--- config.mk ---
export PLATFORM = sky130hd
export DESIGN_NAME = xonxoff_ctrl
export DESIGN_NICKNAME = d
export VERILOG_FILES = /design/src/rtl/xf_pkg.sv /design/src/rtl/xf_level_track.sv /design/src/rtl/xf_tx_arb.sv /design/src/rtl/xf_rx_match.sv /design/src/rtl/xonxoff_ctrl.sv
export SDC_FILE = /design/constraint.sdc
export NUM_CORES = 1
export LEC_CHECK = 0
export BUFFER_PORTS_ARGS = -buffer_cell sky130_fd_sc_hd__buf_2
export CAP_MARGIN = 10
export CORE_UTILIZATION = 47
export DETAILED_ROUTE_END_ITERATION = 12
export GPL_TIMING_DRIVEN = 1
export PLACE_DENSITY = 0.82
export SYNTH_ARGS = -nofsm -noshare
export SYNTH_HDL_FRONTEND = slang
export SYNTH_SLANG_ARGS = --single-unit
--- constraint.sdc ---
create_clock -name clk -period 4.45 [get_ports clk]
set_clock_uncertainty 0.15 [all_clocks]
set_input_delay 0.6675 -clock clk [delete_from_list [all_inputs] [get_ports clk]]
set_output_delay 0.6675 -clock clk [all_outputs]
set_load 0.03 [all_outputs]
--- src/rtl/xf_pkg.sv ---
package xf_pkg;
  typedef enum logic [1:0] {
    LD_NONE = 2'd0,
    LD_CTRL = 2'd1,
    LD_DATA = 2'd2
  } xf_load_e;
endpackage

--- src/rtl/xf_level_track.sv ---
module xf_level_track #(
  parameter int LVL_W = 8
) (
  input  logic             clk,
  input  logic             rst,
  input  logic             en,
  input  logic [LVL_W-1:0] level,
  input  logic [LVL_W-1:0] upper,
  input  logic [LVL_W-1:0] lower,
  output logic             want_off
);
  always_ff @(posedge clk) begin
    if (rst || !en) want_off <= 1'b0;
    else if (level > upper) want_off <= 1'b1;
    else if (level < lower) want_off <= 1'b0;
  end

  // the stop request only rises after a level above the upper threshold
  p_rise_above_r2: assert property (@(posedge clk) disable iff (rst)
    $rose(want_off) |-> $past(level > upper));
  // the stop request only falls after a low level or a disable
  p_fall_below_r3: assert property (@(posedge clk) disable iff (rst)
    $fell(want_off) |-> ($past(level < lower) || !$past(en)));
endmodule

--- src/rtl/xf_tx_arb.sv ---
module xf_tx_arb
  import xf_pkg::*;
#(
  parameter int DATA_W = 8
) (
  input  logic              clk,
  input  logic              rst,
  input  logic              en,
  input  logic              want_off,
  input  logic [DATA_W-1:0] xon_char,
  input  logic [DATA_W-1:0] xoff_char,
  input  logic              tx_ready,
  input  logic              data_avail,
  input  logic              cts_ok,
  input  logic              paused,
  output logic              send_ctrl,
  output logic [DATA_W-1:0] ctrl_char,
  output logic              send_data,
  output logic              sent_off
);
  logic     pending;
  logic     can_load;
  xf_load_e pick;

  assign pending  = en && (want_off != sent_off);
  assign can_load = tx_ready && !send_ctrl && !send_data;

  always_comb begin
    pick = LD_NONE;
    if (can_load) begin
      if (pending) pick = LD_CTRL;
      else if (data_avail && !paused && cts_ok) pick = LD_DATA;
    end
  end

  always_ff @(posedge clk) begin
    if (rst) begin
      send_ctrl <= 1'b0;
      send_data <= 1'b0;
      ctrl_char <= '0;
      sent_off  <= 1'b0;
    end else begin
      send_ctrl <= (pick == LD_CTRL);
      send_data <= (pick == LD_DATA);
      if (!en) sent_off <= 1'b0;
      else if (pick == LD_CTRL) begin
        sent_off  <= want_off;
        ctrl_char <= want_off ? xoff_char : xon_char;
      end
    end
  end

  // loads are separated by at least one idle cycle
  p_gap_r5: assert property (@(posedge clk) disable iff (rst)
    (send_ctrl || send_data) |=> !(send_ctrl || send_data));
  // a load follows a ready shifter
  p_ready_r5: assert property (@(posedge clk) disable iff (rst)
    (send_ctrl || send_data) |-> $past(tx_ready));
  // data needs clear-to-send and no pause
  p_data_gate_r6: assert property (@(posedge clk) disable iff (rst)
    send_data |-> ($past(cts_ok) && !$past(paused)));
  // nothing is sent while in-band sending is off
  p_off_r11: assert property (@(posedge clk) disable iff (rst)
    send_ctrl |-> $past(en));
endmodule

--- src/rtl/xf_rx_match.sv ---
module xf_rx_match #(
  parameter int DATA_W = 8
) (
  input  logic              clk,
  input  logic              rst,
  input  logic              en,
  input  logic              xon_any,
  input  logic              special_en,
  input  logic [DATA_W-1:0] xon_char,
  input  logic [DATA_W-1:0] xoff_char,
  input  logic [DATA_W-1:0] special_char,
  input  logic              rx_valid,
  input  logic [DATA_W-1:0] rx_data,
  input  logic              stat_rd,
  output logic              store_valid,
  output logic [DATA_W-1:0] store_data,
  output logic              paused,
  output logic              special_seen
);
  logic is_xon, is_xoff, is_special, consume;

  assign is_xon     = (rx_data == xon_char);
  assign is_xoff    = (rx_data == xoff_char);
  assign is_special = special_en && (rx_data == special_char);
  assign consume    = en && (is_xoff || (is_xon && !xon_any));

  always_ff @(posedge clk) begin
    if (rst) begin
      store_valid  <= 1'b0;
      store_data   <= '0;
      paused       <= 1'b0;
      special_seen <= 1'b0;
    end else begin
      store_valid <= rx_valid && !consume;
      if (rx_valid) store_data <= rx_data;
      if (!en) paused <= 1'b0;
      else if (rx_valid) begin
        if (is_xoff) paused <= 1'b1;
        else if (is_xon || xon_any) paused <= 1'b0;
      end
      if (rx_valid && is_special) special_seen <= 1'b1;
      else if (stat_rd) special_seen <= 1'b0;
    end
  end

  // a received XOFF under matching never reaches the holding buffer
  p_xoff_consumed_r6: assert property (@(posedge clk) disable iff (rst)
    store_valid |-> !($past(en) && ($past(rx_data) == $past(xoff_char))));
  // a store always follows a receive strobe
  p_store_lat_r10: assert property (@(posedge clk) disable iff (rst)
    store_valid |-> $past(rx_valid));
  // no pause while matching is off
  p_no_pause_r9: assert property (@(posedge clk) disable iff (rst)
    !$past(en) |-> !paused);
  // the flag only rises on a matching receive
  p_special_r8: assert property (@(posedge clk) disable iff (rst)
    $rose(special_seen) |-> ($past(rx_valid) && $past(special_en)));
endmodule

--- src/rtl/xonxoff_ctrl.sv ---
module xonxoff_ctrl #(
  parameter int LVL_W  = 8,
  parameter int DATA_W = 8
) (
  input  logic              clk,
  input  logic              rst,
  input  logic              tx_ib_en,
  input  logic              rx_ib_en,
  input  logic              xon_any,
  input  logic              special_en,
  input  logic [DATA_W-1:0] xon_char,
  input  logic [DATA_W-1:0] xoff_char,
  input  logic [DATA_W-1:0] special_char,
  input  logic [LVL_W-1:0]  upper_lvl,
  input  logic [LVL_W-1:0]  lower_lvl,
  input  logic [LVL_W-1:0]  rx_level,
  input  logic              rx_valid,
  input  logic [DATA_W-1:0] rx_data,
  output logic              store_valid,
  output logic [DATA_W-1:0] store_data,
  input  logic              tx_ready,
  input  logic              data_avail,
  input  logic              cts_ok,
  output logic              send_ctrl,
  output logic [DATA_W-1:0] ctrl_char,
  output logic              send_data,
  input  logic              stat_rd,
  output logic              remote_off,
  output logic              local_paused,
  output logic              special_seen
);
  logic want_off;

  xf_level_track #(.LVL_W(LVL_W)) u_lvl (
    .clk(clk), .rst(rst), .en(tx_ib_en), .level(rx_level),
    .upper(upper_lvl), .lower(lower_lvl), .want_off(want_off)
  );

  xf_rx_match #(.DATA_W(DATA_W)) u_rx (
    .clk(clk), .rst(rst), .en(rx_ib_en), .xon_any(xon_any),
    .special_en(special_en), .xon_char(xon_char), .xoff_char(xoff_char),
    .special_char(special_char), .rx_valid(rx_valid), .rx_data(rx_data),
    .stat_rd(stat_rd), .store_valid(store_valid), .store_data(store_data),
    .paused(local_paused), .special_seen(special_seen)
  );

  xf_tx_arb #(.DATA_W(DATA_W)) u_tx (
    .clk(clk), .rst(rst), .en(tx_ib_en), .want_off(want_off),
    .xon_char(xon_char), .xoff_char(xoff_char), .tx_ready(tx_ready),
    .data_avail(data_avail), .cts_ok(cts_ok), .paused(local_paused),
    .send_ctrl(send_ctrl), .ctrl_char(ctrl_char), .send_data(send_data),
    .sent_off(remote_off)
  );

  // outputs are quiet in the cycle after reset
  p_reset_r1: assert property (@(posedge clk)
    $past(rst) |-> !(send_ctrl || send_data || store_valid || remote_off));
endmodule

-- Word-level counts from Yosys, hierarchy flattened
Index checks and enable logic that the tools add are counted.
- bits in writable memories: 0
- word-level logic and storage cells: 55
- register bits after elaboration: 23
- bits in latches: 0
- memories: 0
- output and inout port bits: 22
- input port bits: 67
- ROM bits: 0
- magnitude comparators: 2
- eq/ne operators: 6
- muxes and demuxes: 10
- bitwise operators: 2
- divide/modulo/power cells: 0
- multiply operators: 0
- shift operators: 0
- reductions and logical operators: 26
- $add $sub $neg: 0
- operators with widths (kind ; number):
    8-bit == test ; 3
    1-bit logical AND ; 10
    8-bit > comparator ; 1
    8-bit less-than comparator ; 1
    8-bit 2-to-1 mux ; 1
    1-bit zero test ; 6
    1-bit 2-to-1 mux ; 6
    2-bit 2-to-1 mux ; 3
    2-bit nonzero test ; 3
    2-bit AND reduction ; 2
    2-bit OR reduction ; 2
    1-bit logical OR ; 3
    2-bit by 1-bit == test with 1-bit output (second input constant) ; 1
    2-bit == test (second input constant) ; 1
    1-bit NOT ; 2
    1-bit inequality test ; 1

-- Longest topological paths before layout
Gate-level depths: netlist of the first run.
- depth after elaboration: 8
- depth in mapped cells: 7
- mapped depth without buffers: 7

-- Cells and area by module
A second synthesis of the first run with hierarchy kept.
- cells, all modules: 182
- area, all modules: 1735.4 um^2
- by module, submodules not included (module ; instances ; area each (um^2) ; seq. area each (um^2) ; cells each):
    xf_rx_match ; 1 ; 686.9 ; 220.2 ; 72
    xf_tx_arb ; 1 ; 634.4 ; 220.2 ; 56
    xf_level_track ; 1 ; 414.1 ; 20.0 ; 54

-- Least setup slack after synthesis of the first run
No wires, ideal clock.
- path kind: input -> register
- from: in lower_lvl[2]
- to: reg u_lvl.want_off
- setup time: 70 ps
- required time: 4230 ps
- stages on the path: 6
- path buffers: 0
- slack: 2593 ps
- data arrival time: 1637 ps
- path through: inv_1 ha_1 o211ai_1 a2111oi_0 o21ai_0 a21oi_1
- longest elaborated chain between the ends: 2
- RTL lines (element ; RTL line ; source):
    start, declared ; xonxoff_ctrl.sv:15 ; input logic [LVL_W-1:0] lower_lvl,
    8-bit less-than comparator ; xf_level_track.sv:15 ; else if (level < lower) want_off <= 1'b0;
    2-bit nonzero test (no source line) ; -- ;
    end signal, assigned ; xf_level_track.sv:13 ; if (rst || !en) want_off <= 1'b0;
    end signal, assigned ; xf_level_track.sv:14 ; else if (level > upper) want_off <= 1'b1;
    end signal, assigned ; xf_level_track.sv:15 ;
    end, declared ; xf_level_track.sv:10 ; output logic want_off
No other way between the ends.
A chain may end at the register's enable or synchronous reset.

-- Worst setup path in the final report of the first run
- from: reg u_lvl.want_off
- to: reg u_tx.ctrl_char[5]
- longest elaborated chain between the ends: 6
- elaborated cells on any way between the ends: 7
- classes of those cells: eq/ne: 2; mux: 3; reduce/logical: 2
- RTL lines (element ; RTL line ; source):
    1-bit inequality test ; xf_tx_arb.sv:25 ; assign pending = en && (want_off != sent_off);
    1-bit logical AND ; xf_tx_arb.sv:25 ;
    2-bit 2-to-1 mux ; xf_tx_arb.sv:31 ; if (pending) pick = LD_CTRL;
    2-bit 2-to-1 mux ; xf_tx_arb.sv:30 ; if (can_load) begin
    2-bit by 1-bit == test with 1-bit output ; xf_tx_arb.sv:46 ; else if (pick == LD_CTRL) begin
    2-bit AND reduction (no source line) ; -- ;
    end signal, assigned ; xf_tx_arb.sv:48 ; ctrl_char <= want_off ? xoff_char : xon_char;
    end, declared ; xf_tx_arb.sv:17 ; output logic [DATA_W-1:0] ctrl_char,
Several ways; a longest one is shown, not always the timed one.

==> results of run 1 <==
## worst min-delay path by stage
stage / start / to / cells past startpoint
2_1_floorplan: u_lvl.want_off / u_tx.send_data / 2
3_3_place_gp: u_rx.special_seen / u_rx.special_seen / 2
3_5_place_dp: u_rx.special_seen / u_rx.special_seen / 2
4_1_cts: u_rx.special_seen / u_rx.special_seen / 2
5_1_grt: u_rx.special_seen / u_rx.special_seen / 2
6_report: u_rx.special_seen / u_rx.special_seen / 2
## power by group
group          switching (mW)  internal [mW]  leakage [nW]
clock                  0.0609         0.0335        0.0177
sequential            0.00625          0.214         0.188
combinational          0.0714         0.0649         0.810
## area by class of cell
cell class              instances  area, µm²
repair buffers                 88        440
multi-input cells             129        986
flip-flops and latches         23        460
clock inverters                 1       5.00
clock buffers                   3       22.5
well taps                      44       55.1
fillers                       286       1040
inverters                      17       63.8
## cell families after synthesis
family          after synthesis
fa+ha+maj                    15
compound gates               26
flops                        23
mux                          17
simple gates                 46
xor+xnor                     25
buf+inv                      23
## tightest hold or removal path: stages (launching register included)
cell	delay (ps)
dfxtp_1	330
nand2b_1	60
a21oi_1	50
## cells in the final DEF, fill, tap and decap left out, drive strengths merged, types with 2 or more instances in the layout
master / netlist / layout
a211oi: 9 / 9
a21oi: 9 / 9
buf: 5 / 88
clkbuf: 1 / 3
dfxtp: 23 / 23
ha: 15 / 15
inv: 17 / 17
mux2i: 17 / 17
nand2: 4 / 4
nand2b: 3 / 3
nand4: 9 / 9
nor2: 20 / 20
nor2b: 3 / 3
o211ai: 2 / 2
o21ai: 3 / 3
xnor2: 21 / 21
xor2: 4 / 4
## per-layer routing
layer  share of wire  GRT usage  vias to the layer above
met5               0          0                        -
met4           0.025     0.0816                        0
met3           0.048     0.0502                        8
met2            0.48      0.376                       43
met1            0.45      0.265                      670
li1                -          -                      784
## flip-flops by register name, summed over array words and instances, names as in the netlist
name / cells
u_tx.send_data: 1
u_tx.ctrl_char: 8
u_rx.special_seen: 1
u_tx.send_ctrl: 1
u_rx.store_data: 8
u_rx.store_valid: 1
u_rx.paused: 1
u_tx.sent_off: 1
u_lvl.want_off: 1
## stage by stage
stage	power [mW]	setup WS (ps)	std cells
final	0.451	2470	305
after global routing	0.481	2290	305
after CTS	0.454	2460	305
after detailed placement	0.361	2350	301
after global placement	0.358	2390	301
after floorplan	0.304	2590	175
==> flow_summary.ini, run 1 <==
[synth]
ys_seq_elements = 23
synthArstFlopShare = 0
netlist_area_um2 = 1550
synth_most_common_cell = dfxtp_1
synth-compound-area-share = 0.108
synth_edf_count = 0
yosys.area.top_type = dfxtp_1
synth-xor-area-share = 0.142
synthCells = 175
synth_area_per_cell_um2 = 8.84
ys_seq_area_frac = 0.298
yosysUniqueCellTypes = 30
synth_simple_gate_area_frac = 0.157
synth_ff_type = dfxtp_1
synth_common_cells = dfxtp_1, xnor2_1, nor2_1, inv_1, mux2i_1
yosys.area.top_type_share = 0.298
synth_nets = 257
yosys.area_share.adder = 0.121
yosysWarnings = 0
synth_top_family_by_area = simple AND/OR/NAND/NOR gates
yosys-top-cells-area = dfxtp_1, ha_1, xnor2_1, mux2i_1, nor2_1
synth.mux.area_fraction = 0.110

[place]
dpl_cell_area_um2 = 2010
io_buffers = 88
dp_hpwl_um = 3050
routabilityCongestion = 0.804

[worst_setup_path]
slowest_stage = dfxtp_1
worstPathRequired_ps = 4530
max_stage_delay_ps = 700
cp-endpoint = u_tx.ctrl_char[5]
r2r_start = u_lvl.want_off
worstSetupStartpoint = u_lvl.want_off
reg2reg_to = u_tx.ctrl_char[5]
crit_cells = 4
worstPathArrival_ps = 2060
crit_fanout = 17
path_class = reg2reg
rr_worst_depth = 4
critPathTopFamily = flip-flops
worstSetupEndpointType = flip-flop
worstSetupStartpointType = flip-flop
worstPathCellList = xor2_1 > and3_1 > nor2_1 > a211oi_1
crit_buf_inv = 0
reg2reg_slack_ps = 2470

[routing]
vias = 1505
drt-initial-drc-count = 21
post-route-drc-count = 0
drtPass1Iterations = 4
wire_per_inst_um = 11.8
viasPerCell = 4.93
ant_nets = 0
wl_um = 3600

[run]
maxCapViolations = 0

[die]
dieArea_um2 = 3520
floorplan.initialDensity = 0.502
fp-row-count = 20
die_h_um = 59.4
core_um2 = 3080
die_w_um = 59.4
io_pins = 89

[clock_network]
h-tree-depth = 1
cts_sinks = 23
numCtsBuffers = 3
cts_resized = 0
root_buffer = clkbuf_4
cts_max_path_buffers = 2
cts_setup_buffers = 0
path_clk_slew_ps = 120
cts_hold_buffers = 0
cts_tree = done
insertion_delay_ps = 310

[worst_hold_path]
hold_path_class = reg2reg

[global_route]
grt_pass1_wl_um = 5820
grt_max_degree = 24
grt_util_all_layers = 0.219
grt_pass1_vias = 1463
antenna_found_initial = 0
grt_overflow_total = 0

[timing]
fmax_mhz = 505
finalCritPeriodShare = 0.445
maxSlewViolCount = 0
worst_slew_pin_slew_ps = 561
rsz0062_at_grt = no
setup_viol = 0
hold_viol = 0
max_slew_margin = 0.625
holdWs_ps = 329
fin_setup_tns_ps = 0
fin_crit_ps = 1980

[power]
peakVddDrop_uv = 174
power_leakage_nw = 1.02
power.density_nw_per_um2 = 222

[finish]
drive_gt1_frac = 0.356
fin_area_um2 = 2030
layout.nets = 344
antenna_cells = 0
syn_to_final_growth_pct = 31.5
post-route-util = 0.661

[status]
outcome = complete, no violations
No activity file was read; power rests on OpenSTA's default activity.
==> run 2: changes to the inputs <==
Settings changed: CORE_UTILIZATION 47 to 44, PLACE_DENSITY 0.82 to 0.77.
Clock period 4.45 ns to 2 ns, I/O delays scaled along.
==> run 2 against run 1 <==
  * Design area up 0.86%
  * Highest routed layer is now met3
  * Clock power up 130%
  * Flip-flop and latch count unchanged
==> flow_summary.ini, run 2 (synthesized netlist as in run 1, its figures left out) <==
[clock_network]
h-tree-depth = 1
cts_hold_buffers = 0
path_clk_slew_ps = 120
cts_sinks = 23
cts_setup_buffers = 0
cts_tree = done
numCtsBuffers = 3
cts_resized = 0
root_buffer = clkbuf_4
insertion_delay_ps = 310
cts_max_path_buffers = 2

[run]
maxCapViolations = 0

[die]
dieArea_um2 = 3760
fp-row-count = 21
floorplan.initialDensity = 0.460
core_um2 = 3360
die_w_um = 61.3
io_pins = 89
die_h_um = 61.3

[worst_setup_path]
worstSetupStartpointType = flip-flop
worstSetupStartpoint = u_tx.send_ctrl
path_class = reg2reg
worstPathCellList = nor3b_2 > and3_1 > buf_4 > nor2_1 > a211oi_1
r2r_start = u_tx.send_ctrl
slowest_stage = dfxtp_1
crit_fanout = 17
worstPathArrival_ps = 1540
worstPathRequired_ps = 2090
max_stage_delay_ps = 340
worstSetupEndpointType = flip-flop

[routing]
drt-initial-drc-count = 37
wire_per_inst_um = 11.5
vias = 1502
post-route-drc-count = 0
drtPass1Iterations = 6
wl_um = 3550
viasPerCell = 4.86
ant_nets = 0

[timing]
fin_crit_ps = 1460
setup_viol = 0
maxSlewViolCount = 0
fmax_mhz = 687
worst_slew_pin_slew_ps = 412
fin_setup_tns_ps = 0
hold_viol = 0
finalCritPeriodShare = 0.728
rsz0062_at_grt = no
max_slew_margin = 0.725

[power]
power_leakage_nw = 1.03
power_frac_comb = 0.309
finalPower_mw = 1.01
swShare = 0.311
power.density_nw_per_um2 = 494
intPower_mw = 0.698
peakVddDrop_uv = 355
pwr-share-seq = 0.477
clkPwrFrac = 0.214
p_switching_mw = 0.316

[global_route]
antenna_found_initial = 0
use_met1 = 0.249
met2_usage = 0.328
grt_util_met3 = 0.0588
grt_overflow_total = 0
grt_util_all_layers = 0.194
grt_pass1_wl_um = 5470
busiest_layer = met2
grt_pass1_vias = 1287
grt_max_degree = 24

[finish]
regArea_um2 = 460
nFillCells = 336
antenna_cells = 0
top_regs = u_rx.store_data (8), u_tx.ctrl_char (8)
syn_to_final_growth_pct = 32.6
final_common_cell = buf_2
final_cells = 309
multiInputGateArea_um2 = 986
final_cell_mix = buf_2, dfxtp_1, xnor2_1
drive_gt1_frac = 0.361
layout.nets = 346

[worst_hold_path]
min_from = tx_ib_en
hold_path_class = in2reg

[place]
placed_cells = 305
routabilityCongestion = 0.768
io_buffers = 88
dp_hpwl_um = 3010

[status]
outcome = complete, no violations
## run 2: changes by cell type in the layout (fill, tap and decap cells not counted), sizes merged
cell	previous run	this run
buf	88	90
## run 2: layout make-up
type | instances | area share
multi-input cells | 129 | 0.481
repair buffers | 90 | 0.222
clock buffers | 3 | 0.0110
clock inverters | 1 | 0.00244
flip-flops and latches | 23 | 0.225
inverters | 17 | 0.0311
well taps | 46 | 0.0281
## run 2: power groups by stage
stage / Sequential [mW] / Clock [mW] / Combinational (mW)
after floorplan: 0.527 / 0 / 0.150
after global placement: 0.494 / 0 / 0.306
after detailed placement: 0.494 / 0 / 0.314
after CTS: 0.484 / 0.226 / 0.315
after global routing: 0.487 / 0.246 / 0.350
final: 0.484 / 0.217 / 0.313
## run 2: critical path, delay by kind of cell, from the launching register on
| family | cells | cell delay (ps) |
|---|---|---|
| compound gates | 1 | 200 |
| buf+inv | 1 | 200 |
| flops | 1 | 340 |
| simple gates | 3 | 500 |
## run 2: metrics by stage
| stage | instance area (µm²) | utilization | hold WS, ps | worst slack, ps |
|---|---|---|---|---|
| 2_1_floorplan | 1550 | - | 238 | 423 |
| 3_3_place_gp | 2020 | 0.602 | 316 | 351 |
| 6_report | 2050 | 0.610 | 10.7 | 545 |
| 4_1_cts | 2050 | 0.610 | 0.930 | 519 |
| 5_1_grt | 2050 | 0.610 | 0.0121 | 413 |
| 3_5_place_dp | 2020 | 0.602 | 316 | 315 |
## run 2: path summary, 6_finish.rpt
kind	endpoint	slack [ps]	depth (start not counted)
worst max register to register	u_tx.ctrl_char[7]	540	5
worst min-delay path	u_tx.send_data	10	2
worst max-delay path	u_tx.ctrl_char[7]	540	5
worst min register to register	u_rx.special_seen	330	2
## run 2: routing by layer
metal | share of wire | vias to the layer above | wire, µm
met5 | 0 | - | 0
met4 | 0 | 0 | 0
met3 | 0.060 | 0 | 212
met2 | 0.47 | 46 | 1680
met1 | 0.47 | 669 | 1660
li1 | - | 787 | -
